--- src/rtl/atg_pkg.sv ---
package atg_pkg;

    // Control states of the attenuation loop
    typedef enum logic [1:0] {
        ST_TRACK  = 2'd0,
        ST_SETTLE = 2'd1,
        ST_GUARD  = 2'd2,
        ST_LOCK   = 2'd3
    } atg_state_e;

    // Outcome of judging one meter strobe
    typedef enum logic [1:0] {
        DEC_KEEP  = 2'd0,
        DEC_LOWER = 2'd1,
        DEC_RAISE = 2'd2,
        DEC_FULL  = 2'd3
    } atg_dec_e;

endpackage

--- src/rtl/atg_judge.sv ---
// Combinational judgement of one meter reading, including zero disambiguation
module atg_judge
    import atg_pkg::*;
#(
    parameter int CODE_W         = 4,
    parameter int ATT_W          = 6,
    parameter int ZERO_TRUST_MAX = 8
) (
    input  logic [CODE_W-1:0] code,
    input  logic [CODE_W-1:0] prev_code,
    input  logic              ovr_hist,
    input  logic [ATT_W-1:0]  att,
    output atg_dec_e          dec
);
    localparam logic [CODE_W-1:0] CODE_TOP   = '1;
    localparam logic [CODE_W-1:0] CODE_TRUST = CODE_W'(ZERO_TRUST_MAX);
    localparam logic [ATT_W-1:0]  ATT_TOP    = '1;

    atg_dec_e raw;

    always_comb begin
        if (code == CODE_TOP) begin
            raw = DEC_FULL;
        end else if (code == '0) begin
            // zero is trusted as weak only with clean history and a low prior reading
            if (!ovr_hist && (prev_code <= CODE_TRUST)) raw = DEC_LOWER;
            else                                         raw = DEC_RAISE;
        end else begin
            raw = DEC_LOWER;
        end
    end

    // apply the attenuator range limits
    always_comb begin
        dec = raw;
        if (raw == DEC_LOWER && att == '0)     dec = DEC_KEEP;
        if (raw == DEC_RAISE && att == ATT_TOP) dec = DEC_KEEP;
    end

endmodule

--- src/rtl/atg_strobe_cnt.sv ---
// Loadable down counter stepped by meter strobes; flags its final strobe
module atg_strobe_cnt #(
    parameter int W = 4
) (
    input  logic         clk,
    input  logic         rst,
    input  logic         load,
    input  logic [W-1:0] load_val,
    input  logic         tick,
    output logic         last
);
    logic [W-1:0] cnt_q;

    always_ff @(posedge clk) begin
        if (rst)                        cnt_q <= '0;
        else if (load)                  cnt_q <= load_val;
        else if (tick && cnt_q != '0)   cnt_q <= cnt_q - 1'b1;
    end

    assign last = (cnt_q == W'(1));

endmodule

--- src/rtl/atg_history.sv ---
// Remembers the previous valid reading and whether over-range has been seen
module atg_history #(
    parameter int CODE_W = 4
) (
    input  logic              clk,
    input  logic              rst,
    input  logic              meter_vld,
    input  logic [CODE_W-1:0] meter_code,
    input  logic              ovr,
    input  logic              judged,
    output logic [CODE_W-1:0] prev_code,
    output logic              ovr_hist
);
    always_ff @(posedge clk) begin
        if (rst)            prev_code <= '0;
        else if (meter_vld) prev_code <= meter_code;
    end

    always_ff @(posedge clk) begin
        if (rst)
            ovr_hist <= 1'b0;
        else if (ovr)
            ovr_hist <= 1'b1;
        else if (judged && meter_code != '0)
            ovr_hist <= 1'b0;
    end

endmodule

--- src/rtl/atten_guard_ctrl.sv ---
// Receive attenuation controller guarded by the converter over-range flag
module atten_guard_ctrl
    import atg_pkg::*;
#(
    parameter int CODE_W         = 4,
    parameter int ATT_W          = 6,
    parameter int SAFE_ATT       = 30,
    parameter int ZERO_TRUST_MAX = 8,
    parameter int DWELL_N        = 2,
    parameter int HOLDOFF_N      = 16,
    parameter int LOCK_N         = 8
) (
    input  logic              clk,
    input  logic              rst,
    input  logic              meter_vld,
    input  logic [CODE_W-1:0] meter_code,
    input  logic              ovr,
    output logic [ATT_W-1:0]  att_word,
    output logic              locked
);
    localparam int DWELL_W = (DWELL_N < 1)   ? 1 : $clog2(DWELL_N + 1);
    localparam int HOLD_W  = (HOLDOFF_N < 1) ? 1 : $clog2(HOLDOFF_N + 1);
    localparam int LOCK_W  = (LOCK_N < 1)    ? 1 : $clog2(LOCK_N + 1);
    localparam logic [ATT_W-1:0]   ATT_TOP   = '1;
    localparam logic [ATT_W-1:0]   ATT_SAFE  = ATT_W'(SAFE_ATT);
    localparam logic [DWELL_W-1:0] DWELL_LD  = DWELL_W'(DWELL_N);
    localparam logic [HOLD_W-1:0]  HOLD_LD   = HOLD_W'(HOLDOFF_N);
    localparam logic [LOCK_W-1:0]  LOCK_LAST = LOCK_W'(LOCK_N - 1);

    atg_state_e        state_q, state_d;
    logic [ATT_W-1:0]  att_q, att_d;
    logic [LOCK_W-1:0] lock_q, lock_d;
    logic              dwell_ld, dwell_tick, dwell_last;
    logic              hold_ld, hold_tick, hold_last;
    logic              judged;
    logic [CODE_W-1:0] prev_code;
    logic              ovr_hist;
    atg_dec_e          dec;
    logic              guard_active;
    atg_state_e        step_state;

    atg_judge #(
        .CODE_W         (CODE_W),
        .ATT_W          (ATT_W),
        .ZERO_TRUST_MAX (ZERO_TRUST_MAX)
    ) u_judge (
        .code      (meter_code),
        .prev_code (prev_code),
        .ovr_hist  (ovr_hist),
        .att       (att_q),
        .dec       (dec)
    );

    atg_history #(.CODE_W(CODE_W)) u_hist (
        .clk        (clk),
        .rst        (rst),
        .meter_vld  (meter_vld),
        .meter_code (meter_code),
        .ovr        (ovr),
        .judged     (judged),
        .prev_code  (prev_code),
        .ovr_hist   (ovr_hist)
    );

    atg_strobe_cnt #(.W(DWELL_W)) u_dwell (
        .clk      (clk),
        .rst      (rst),
        .load     (dwell_ld),
        .load_val (DWELL_LD),
        .tick     (dwell_tick),
        .last     (dwell_last)
    );

    atg_strobe_cnt #(.W(HOLD_W)) u_hold (
        .clk      (clk),
        .rst      (rst),
        .load     (hold_ld),
        .load_val (HOLD_LD),
        .tick     (hold_tick),
        .last     (hold_last)
    );

    // a step with no dwell configured goes straight back to tracking
    generate
        if (DWELL_N == 0) begin : g_no_dwell
            assign step_state = ST_TRACK;
        end else begin : g_dwell
            assign step_state = ST_SETTLE;
        end
    endgenerate

    // state, attenuation and lock-run registers
    always_ff @(posedge clk) begin
        if (rst) begin
            state_q <= ST_TRACK;
            att_q   <= ATT_TOP;
            lock_q  <= '0;
        end else begin
            state_q <= state_d;
            att_q   <= att_d;
            lock_q  <= lock_d;
        end
    end

    // next-state and transition logic
    always_comb begin
        state_d    = state_q;
        att_d      = att_q;
        lock_d     = lock_q;
        dwell_ld   = 1'b0;
        dwell_tick = 1'b0;
        hold_ld    = 1'b0;
        hold_tick  = 1'b0;
        judged     = 1'b0;

        if (ovr) begin
            // overload: jump up to the safe level, never down
            if (att_q < ATT_SAFE) att_d = ATT_SAFE;
            hold_ld = 1'b1;
            lock_d  = '0;
            state_d = ST_GUARD;
        end else if (meter_vld) begin
            unique case (state_q)
                ST_SETTLE: begin
                    dwell_tick = 1'b1;
                    if (dwell_last) state_d = ST_TRACK;
                end
                ST_GUARD: begin
                    hold_tick = 1'b1;
                    if (hold_last) state_d = ST_TRACK;
                end
                ST_TRACK, ST_LOCK: begin
                    judged = 1'b1;
                    unique case (dec)
                        DEC_FULL: begin
                            if (state_q == ST_TRACK) begin
                                lock_d = lock_q + 1'b1;
                                if (lock_q == LOCK_LAST) state_d = ST_LOCK;
                            end
                        end
                        DEC_LOWER: begin
                            att_d    = att_q - 1'b1;
                            lock_d   = '0;
                            dwell_ld = 1'b1;
                            state_d  = step_state;
                        end
                        DEC_RAISE: begin
                            att_d    = att_q + 1'b1;
                            lock_d   = '0;
                            dwell_ld = 1'b1;
                            state_d  = step_state;
                        end
                        DEC_KEEP: begin
                            lock_d  = '0;
                            state_d = ST_TRACK;
                        end
                    endcase
                end
            endcase
        end
    end

    // outputs
    always_comb begin
        att_word     = att_q;
        locked       = (state_q == ST_LOCK);
        guard_active = (state_q == ST_GUARD);
    end

endmodule

--- config.mk ---
export PLATFORM = sky130hd
export DESIGN_NAME = atten_guard_ctrl
export DESIGN_NICKNAME = d
export VERILOG_FILES = /design/src/rtl/atg_pkg.sv /design/src/rtl/atg_judge.sv /design/src/rtl/atg_strobe_cnt.sv /design/src/rtl/atg_history.sv /design/src/rtl/atten_guard_ctrl.sv
export SDC_FILE = /design/constraint.sdc
export NUM_CORES = 1
export LEC_CHECK = 0
export ABC_AREA = 1
export CAP_MARGIN = 15
export CORE_MARGIN = 1.5
export CORE_UTILIZATION = 35
export DETAILED_ROUTE_END_ITERATION = 7
export GPL_TIMING_DRIVEN = 0
export PLACE_DENSITY = 0.64
export SLEW_MARGIN = 20
export SYNTH_ARGS = -nofsm -noshare
export SYNTH_HDL_FRONTEND = slang
export SYNTH_HIERARCHICAL = 1
export SYNTH_SLANG_ARGS = --single-unit
--- constraint.sdc ---
create_clock -name clk -period 2.5 [get_ports clk]
set_input_delay 0.75 -clock clk [delete_from_list [all_inputs] [get_ports clk]]
set_output_delay 0.75 -clock clk [all_outputs]
set_load 0.05 [all_outputs]
==> results of run 1 <==
## cell usage in the layout (no fill, tap or decap), types with 3 or more instances in the layout
cell	count
a21oi_1	14
buf_4	5
clkbuf_8	3
clkdlybuf4s50_1	10
conb_1	7
dfxtp_1	24
ha_1	13
ha_4	5
inv_1	33
inv_2	7
nand2_1	65
nand2_2	5
nand2_4	3
nand3_1	26
nand3b_1	3
nor2_1	28
nor2_2	4
nor2_4	3
nor3_1	3
o21ai_0	5
o21ai_1	3
## what timing repair did
item | CTS | global route
buffers inserted | 4 | 1
pin swaps | 6 | 10
gates resized for setup | 15 | 16
hold buffers | 0 | 0
endpoints found under the setup margin | 7 | 4
## layout make-up
type | instances | area share (%)
tap | 67 | 3.81
sequential | 24 | 21.8
multi-input combinational | 204 | 56.1
inverter | 41 | 7.16
clock buffer | 3 | 1.88
timing repair buffer | 19 | 7.90
clock inverter | 1 | 1.36
## state kept, by name, summed over array words and instances, names as in the netlist
signal / flops
att_word: 6
u_hold/cnt_q: 5
lock_q: 4
u_hist/prev_code: 4
state_q: 2
u_dwell/cnt_q: 2
u_hist/ovr_hist: 1
## stage by stage
stage                     cell area (um^2)  instances  power (mW)  setup slack, ns  utilization (%)
after detailed placement              2030        350       0.698           -0.669             42.4
after floorplan                       1810        269       0.627          0.00532                -
after CTS                             2160        358        1.05          -0.0326             45.1
final                                 2200        359        1.05           0.0244             46.0
after global placement                2030        350       0.696           -0.650             42.4
after global routing                  2200        359        1.11           -0.143             46.0
## cells by family (layout without fill, tap and decap cells)
group / count (synthesis) / count (layout)
other: 2 / 7
DFF: 24 / 24
and+or+nand+nor: 147 / 147
xor gates and xnor gates: 3 / 3
adders and majority gates: 19 / 19
AOI/OAI and AO/OA: 27 / 27
buffers and inverters: 41 / 64
muxes: 1 / 1
## metal layers
layer | vias up | routed length (um)
met1 | 702 | 1940
met3 | 2 | 129
met5 | - | 0
met4 | 0 | 19
met2 | 22 | 1620
li1 | 884 | -
## tightest hold or removal path: stages, from the launching register on
cell and delay [ns]:
dfxtp_1 0.32, nand2_1 0.06, a21oi_1 0.05
## report_power, final
group	internal, mW	leakage [nW]	switching, mW	total (mW)
clock network	0.214	0.0357	0.135	0.349
logic	0.104	0.755	0.158	0.262
registers	0.407	0.197	0.0325	0.440
## worst max-delay path by stage
stage	start	endpoint	slack [ns]	depth (start not counted)
floorplan	att_word[1]	att_word[5]	0.005	13
global placement	meter_code[2]	att_word[5]	-0.65	16
detailed placement	meter_code[2]	att_word[5]	-0.67	16
CTS	meter_code[2]	att_word[5]	-0.03	17
global route	meter_code[0]	att_word[4]	-0.14	17
finish	meter_code[0]	att_word[4]	0.02	17
==> results.cfg, run 1 <==
[final_layout]
drive_gt1_share_pct = 17.5
diodes = 0
regArea_um2 = 480
multi_input_area_um2 = 1230
fillers = 485
area_growth_pct = 24.9
nets = 320

[worst_setup_path]
end_kind = register
slowest_delay_ns = 0.47
cp_data_arrival_time_ns = 2.64
cp-start-kind = input pin
crit_top_cell = nand2_1
critPathTopFamily = simple AND/OR/NAND/NOR gates
path_max_fanout = 5
cp.required_ns = 2.66
regToRegSetupSlack_ns = 0.20
rr_worst_depth = 13
worstPathCellList = buf_8, nor2_4, nand2_1, nor2_2, nand2_1, nand2_1, nand2_2, inv_2, ha_4, clkinvlp_4, fa_2, nand3_2, nand2_1, nand2_1, nand3_1, nand2_1, nand3_1
cp_slowest_cell = fa_2
r2r_start = att_word[1]
critPathKind = in2reg
crit_buf_inv = 3
r2r_end = att_word[5]

[sta]
hold_viol = 0
fin_worst_skew_ns = 0.00378
rsz0062_at_grt = true
whs_ns = 0.467
finalSetupViolCount = 0
slew_viol_final = 0
max_slew_margin_pct = 56.0
tns_ns = 0
timing.final.crit_share_pct = 99.0
clock.fmax_ghz = 0.404
fin_crit_ns = 2.48
worst_pin_slew_ns = 0.657

[global_routing]
grtUsageTotal_pct = 14.1
antenna_found_initial = 0
grt_max_degree = 15
grt_pass1_vias = 1431
use_met1_pct = 19.8
met3_usage_pct = 1.63
gr-usage-met2_pct = 22.9
grt.busiest_layer = met2
gr-total-overflow = 0
grt_pass1_wl_um = 6130

[hold_path]
hold_depth = 2
min-delay-start = u_hist/prev_code[3]
min_to = u_hist/prev_code[3]
hp-class = reg2reg

[yosys]
synthArstFlopShare_pct = 0
ys_ff_latch = 24
synth_simple_gate_area_share_pct = 38.1
ys_seq_area_share_pct = 27.3
synth_adder_area_share_pct = 13.9
synth_most_common_cell = nand2_1
yosys_warnings = 6
syn_area_per_cell_um2 = 6.68
synth_edf_count = 0
synth_cells = 264
synthMuxAreaShare_pct = 0.568
synth_top_area_cell = dfxtp_1
synth_compound_area_share_pct = 9.51
synth_flop_cell = dfxtp_1
syn_area_um2 = 1760
yosys-top-cells-count = nand2_1 (68), inv_1 (35), nor2_1 (29)
synth-xor-area-share_pct = 1.49
synth_top_family_by_area = simple AND/OR/NAND/NOR gates
synth_top_cell_area_share_pct = 27.3
ys_types = 28
yosys-top-cells-area = dfxtp_1 (27%), nand2_1 (14%), ha_1 (13%), nand3_1 (7.7%), inv_1 (7.5%)

[detailed_routing]
drt_iter0_drc = 44
postRouteAntennaNets = 0
vias = 1610
avgViaCountPerCell = 4.48
drt_wl_total_um = 3710
remaining_drc_errors = 0
dr.pass1.iters = 4
routedWlPerCell_um = 10.3

[clock_tree]
cts_buffer_depth = 2
root_buffer = clkbuf_8
cts_tree = yes
cts_made_buffers = 3
cts_sinks = 24
htree_levels = 1
clkTransAtPathRegs_ns = 0.09
clkLatencyLatePin_ns = 0.27

[floorplanning]
coreArea_um2 = 4790
floorplan.initialDensity_pct = 36.8
die-height_um = 74.0
rows = 25
die_area_um2 = 5470
die_w_um = 74.0
io-pin-count = 15

[outcome]
status = finished, final reports clean

[power]
ir_worst_vdd_uv = 203
power.leakage_nw = 0.988
p_per_area_nw_per_um2 = 477

[placement]
gp_congestion = 0.803
io_buffers = 14
hpwl_um = 2650

[run]
drv_cap = 0
No activity file was read; power rests on OpenSTA's default activity.
==> run 2: changes to the inputs <==
--- a/config.mk
+++ b/config.mk
@@ -8,10 +8,10 @@
 export ABC_AREA = 1
 export CAP_MARGIN = 15
 export CORE_MARGIN = 1.5
-export CORE_UTILIZATION = 35
+export CORE_UTILIZATION = 27
 export DETAILED_ROUTE_END_ITERATION = 7
 export GPL_TIMING_DRIVEN = 0
-export PLACE_DENSITY = 0.64
+export PLACE_DENSITY = 0.54
 export SLEW_MARGIN = 20
 export SYNTH_ARGS = -nofsm -noshare
 export SYNTH_HDL_FRONTEND = slang
==> run 2 against run 1 <==
Utilization fell by 11 points. Largest cell class unchanged. Fmax up 2.4%. Register-to-register slack gained 0.05 ns.
==> results.cfg, run 2 (synthesis results as in run 1) <==
[floorplanning]
die-height_um = 83.8
coreArea_um2 = 6310
rows = 29
die_w_um = 83.8
io-pin-count = 15
floorplan.initialDensity_pct = 27.9
die_area_um2 = 7020

[placement]
hpwl_um = 2810
place_inst = 360
io_buffers = 14
gp_congestion = 0.755

[detailed_routing]
wl_met1_um = 1930
routedWlPerCell_um = 10.2
remaining_drc_errors = 0
top_layer_used = met4
dr_wl_met3_um = 100
avgViaCountPerCell = 4.35
dr_wl_met2_um = 1690
dr.pass1.iters = 4
drt_iter0_drc = 19
vias = 1606
postRouteAntennaNets = 0
drt_wl_total_um = 3770

[global_routing]
grt_pass1_wl_um = 6600
gr-total-overflow = 0
grtUsageTotal_pct = 11.3
antenna_found_initial = 0
grt_max_degree = 15
grt_pass1_vias = 1551

[clock_tree]
clkLatencyLatePin_ns = 0.27
cts_tree = yes
clkTransAtPathRegs_ns = 0.09
cts_made_buffers = 3
root_buffer = clkbuf_8
htree_levels = 1
hold_buffers = 0
cts_sinks = 24
cts_buffer_depth = 2

[worst_setup_path]
worstPathCellList = buf_8, nor2_4, nand2_2, nor2_4, nand2_1, nand2_1, nand2_2, inv_2, ha_4, clkinvlp_4, ha_4, nand2_1, nand3b_1, nand2_1, nand2_1, nand3_1, nand2_1
rr_worst_depth = 13
cp.required_ns = 2.67
r2r_start = att_word[1]
r2r_end = att_word[5]
regToRegSetupSlack_ns = 0.25
cp-start-kind = input pin
path_max_fanout = 5
cp_slowest_cell = ha_4
slowest_delay_ns = 0.37
crit_top_cell = nand2_1
critPathKind = in2reg
end_kind = register
cp_data_arrival_time_ns = 2.59

[hold_path]
hold_depth = 2
hp-class = reg2reg
min-delay-start = u_hist/prev_code[3]
min_to = u_hist/prev_code[3]

[sta]
fin_crit_ns = 2.42
worst_pin_slew_ns = 0.666
whs_ns = 0.466
clock.fmax_ghz = 0.414
timing.final.crit_share_pct = 96.7
hold_viol = 0
slew_viol_final = 0
finalSetupViolCount = 0
fin_worst_skew_ns = 0.00373
max_slew_margin_pct = 55.4
rsz0062_at_grt = true

[power]
seqPwrFrac_pct = 41.7
power.leakage_nw = 0.998
p_per_area_nw_per_um2 = 471
p_total_mw = 1.05
ir_worst_vdd_uv = 295
pwr-share-clk_pct = 33.2
internal_power_mw = 0.727
comb_power_share_pct = 25.1
netSwitchingPower_mw = 0.324
swShare_pct = 30.9

[final_layout]
mostFrequentLayoutCells = nand2_1 (64), inv_1 (33), nor2_1 (28), nand3_1 (26), dfxtp_1 (24)
diodes = 0
finalNonFillerCells = 369
drive_gt1_share_pct = 18.5
area_growth_pct = 26.7
layout_commonest_cell = nand2_1
largest_reg_flops = 6
nets = 320

[outcome]
status = finished, final reports clean

[run]
drv_cap = 0
==> run 2: cell types whose count changed in the layout (fill, tap and decap cells not counted), sizes merged <==
| cell | before | now |
|---|---|---|
| clkbuf | 5 | 4 |
| buf | 7 | 8 |
==> run 2: repair_timing <==
action / in CTS / in global routing
resized for setup: 19 / 17
hold endpoints to repair: 0 / 0
setup endpoints to repair: 7 / 6
setup buffers: 5 / 0
pin swaps: 9 / 16
==> run 2: how the worst max path moves through the flow <==
stage / start / end / slack (ns) / cells after the start
after CTS: meter_code[0] / att_word[5] / 0.02 / 16
after global routing: meter_code[2] / att_word[5] / -0.07 / 17
after global placement: meter_code[2] / att_word[5] / -0.67 / 16
after detailed placement: meter_code[2] / att_word[5] / -0.71 / 16
after floorplan: att_word[1] / att_word[5] / 0.005 / 13
final: meter_code[2] / att_word[5] / 0.08 / 17
==> run 2: critical path: cells and delay by family <==
kind | cells | cell delay, ns
simple gates | 12 | 0.91
fa+ha+maj | 2 | 0.52
buf+inv | 3 | 0.40
==> run 2: stage by stage <==
step | setup WS, ns | cell area (um^2) | setup TNS, ns | util [%]
2_1_floorplan | 0.00532 | 1810 | 0 | -
3_3_place_gp | -0.668 | 2040 | -4.45 | 32.4
3_5_place_dp | -0.711 | 2040 | -4.90 | 32.4
4_1_cts | 0.0163 | 2160 | 0 | 34.2
5_1_grt | -0.0678 | 2230 | -0.134 | 35.4
6_report | 0.0818 | 2230 | 0 | 35.4
==> run 2: layer usage <==
metal  vias up  global-route usage [%]
met5         -                       0
met4         0                    4.02
met3         4                    1.48
met2        18                    19.1
met1       700                    14.7
li1        884                       -
==> run 2: power groups by stage <==
stage	Combinational (mW)	Sequential [mW]	Clock [mW]
finish	0.264	0.438	0.349
global placement	0.252	0.445	0
floorplan	0.163	0.464	0
global route	0.304	0.444	0.373
detailed placement	0.255	0.445	0
CTS	0.257	0.438	0.362
==> run 2: cell type report <==
| type | instances | area [um^2] |
|---|---|---|
| Fill cell | 695 | 4080 |
| Inverter | 41 | 158 |
| Clock buffer | 3 | 41.3 |
| Multi-Input combinational cell | 204 | 1250 |
| Tap cell | 77 | 96.3 |
| Sequential cell | 24 | 480 |
| Clock inverter | 1 | 30.0 |
| Timing Repair Buffer | 19 | 174 |
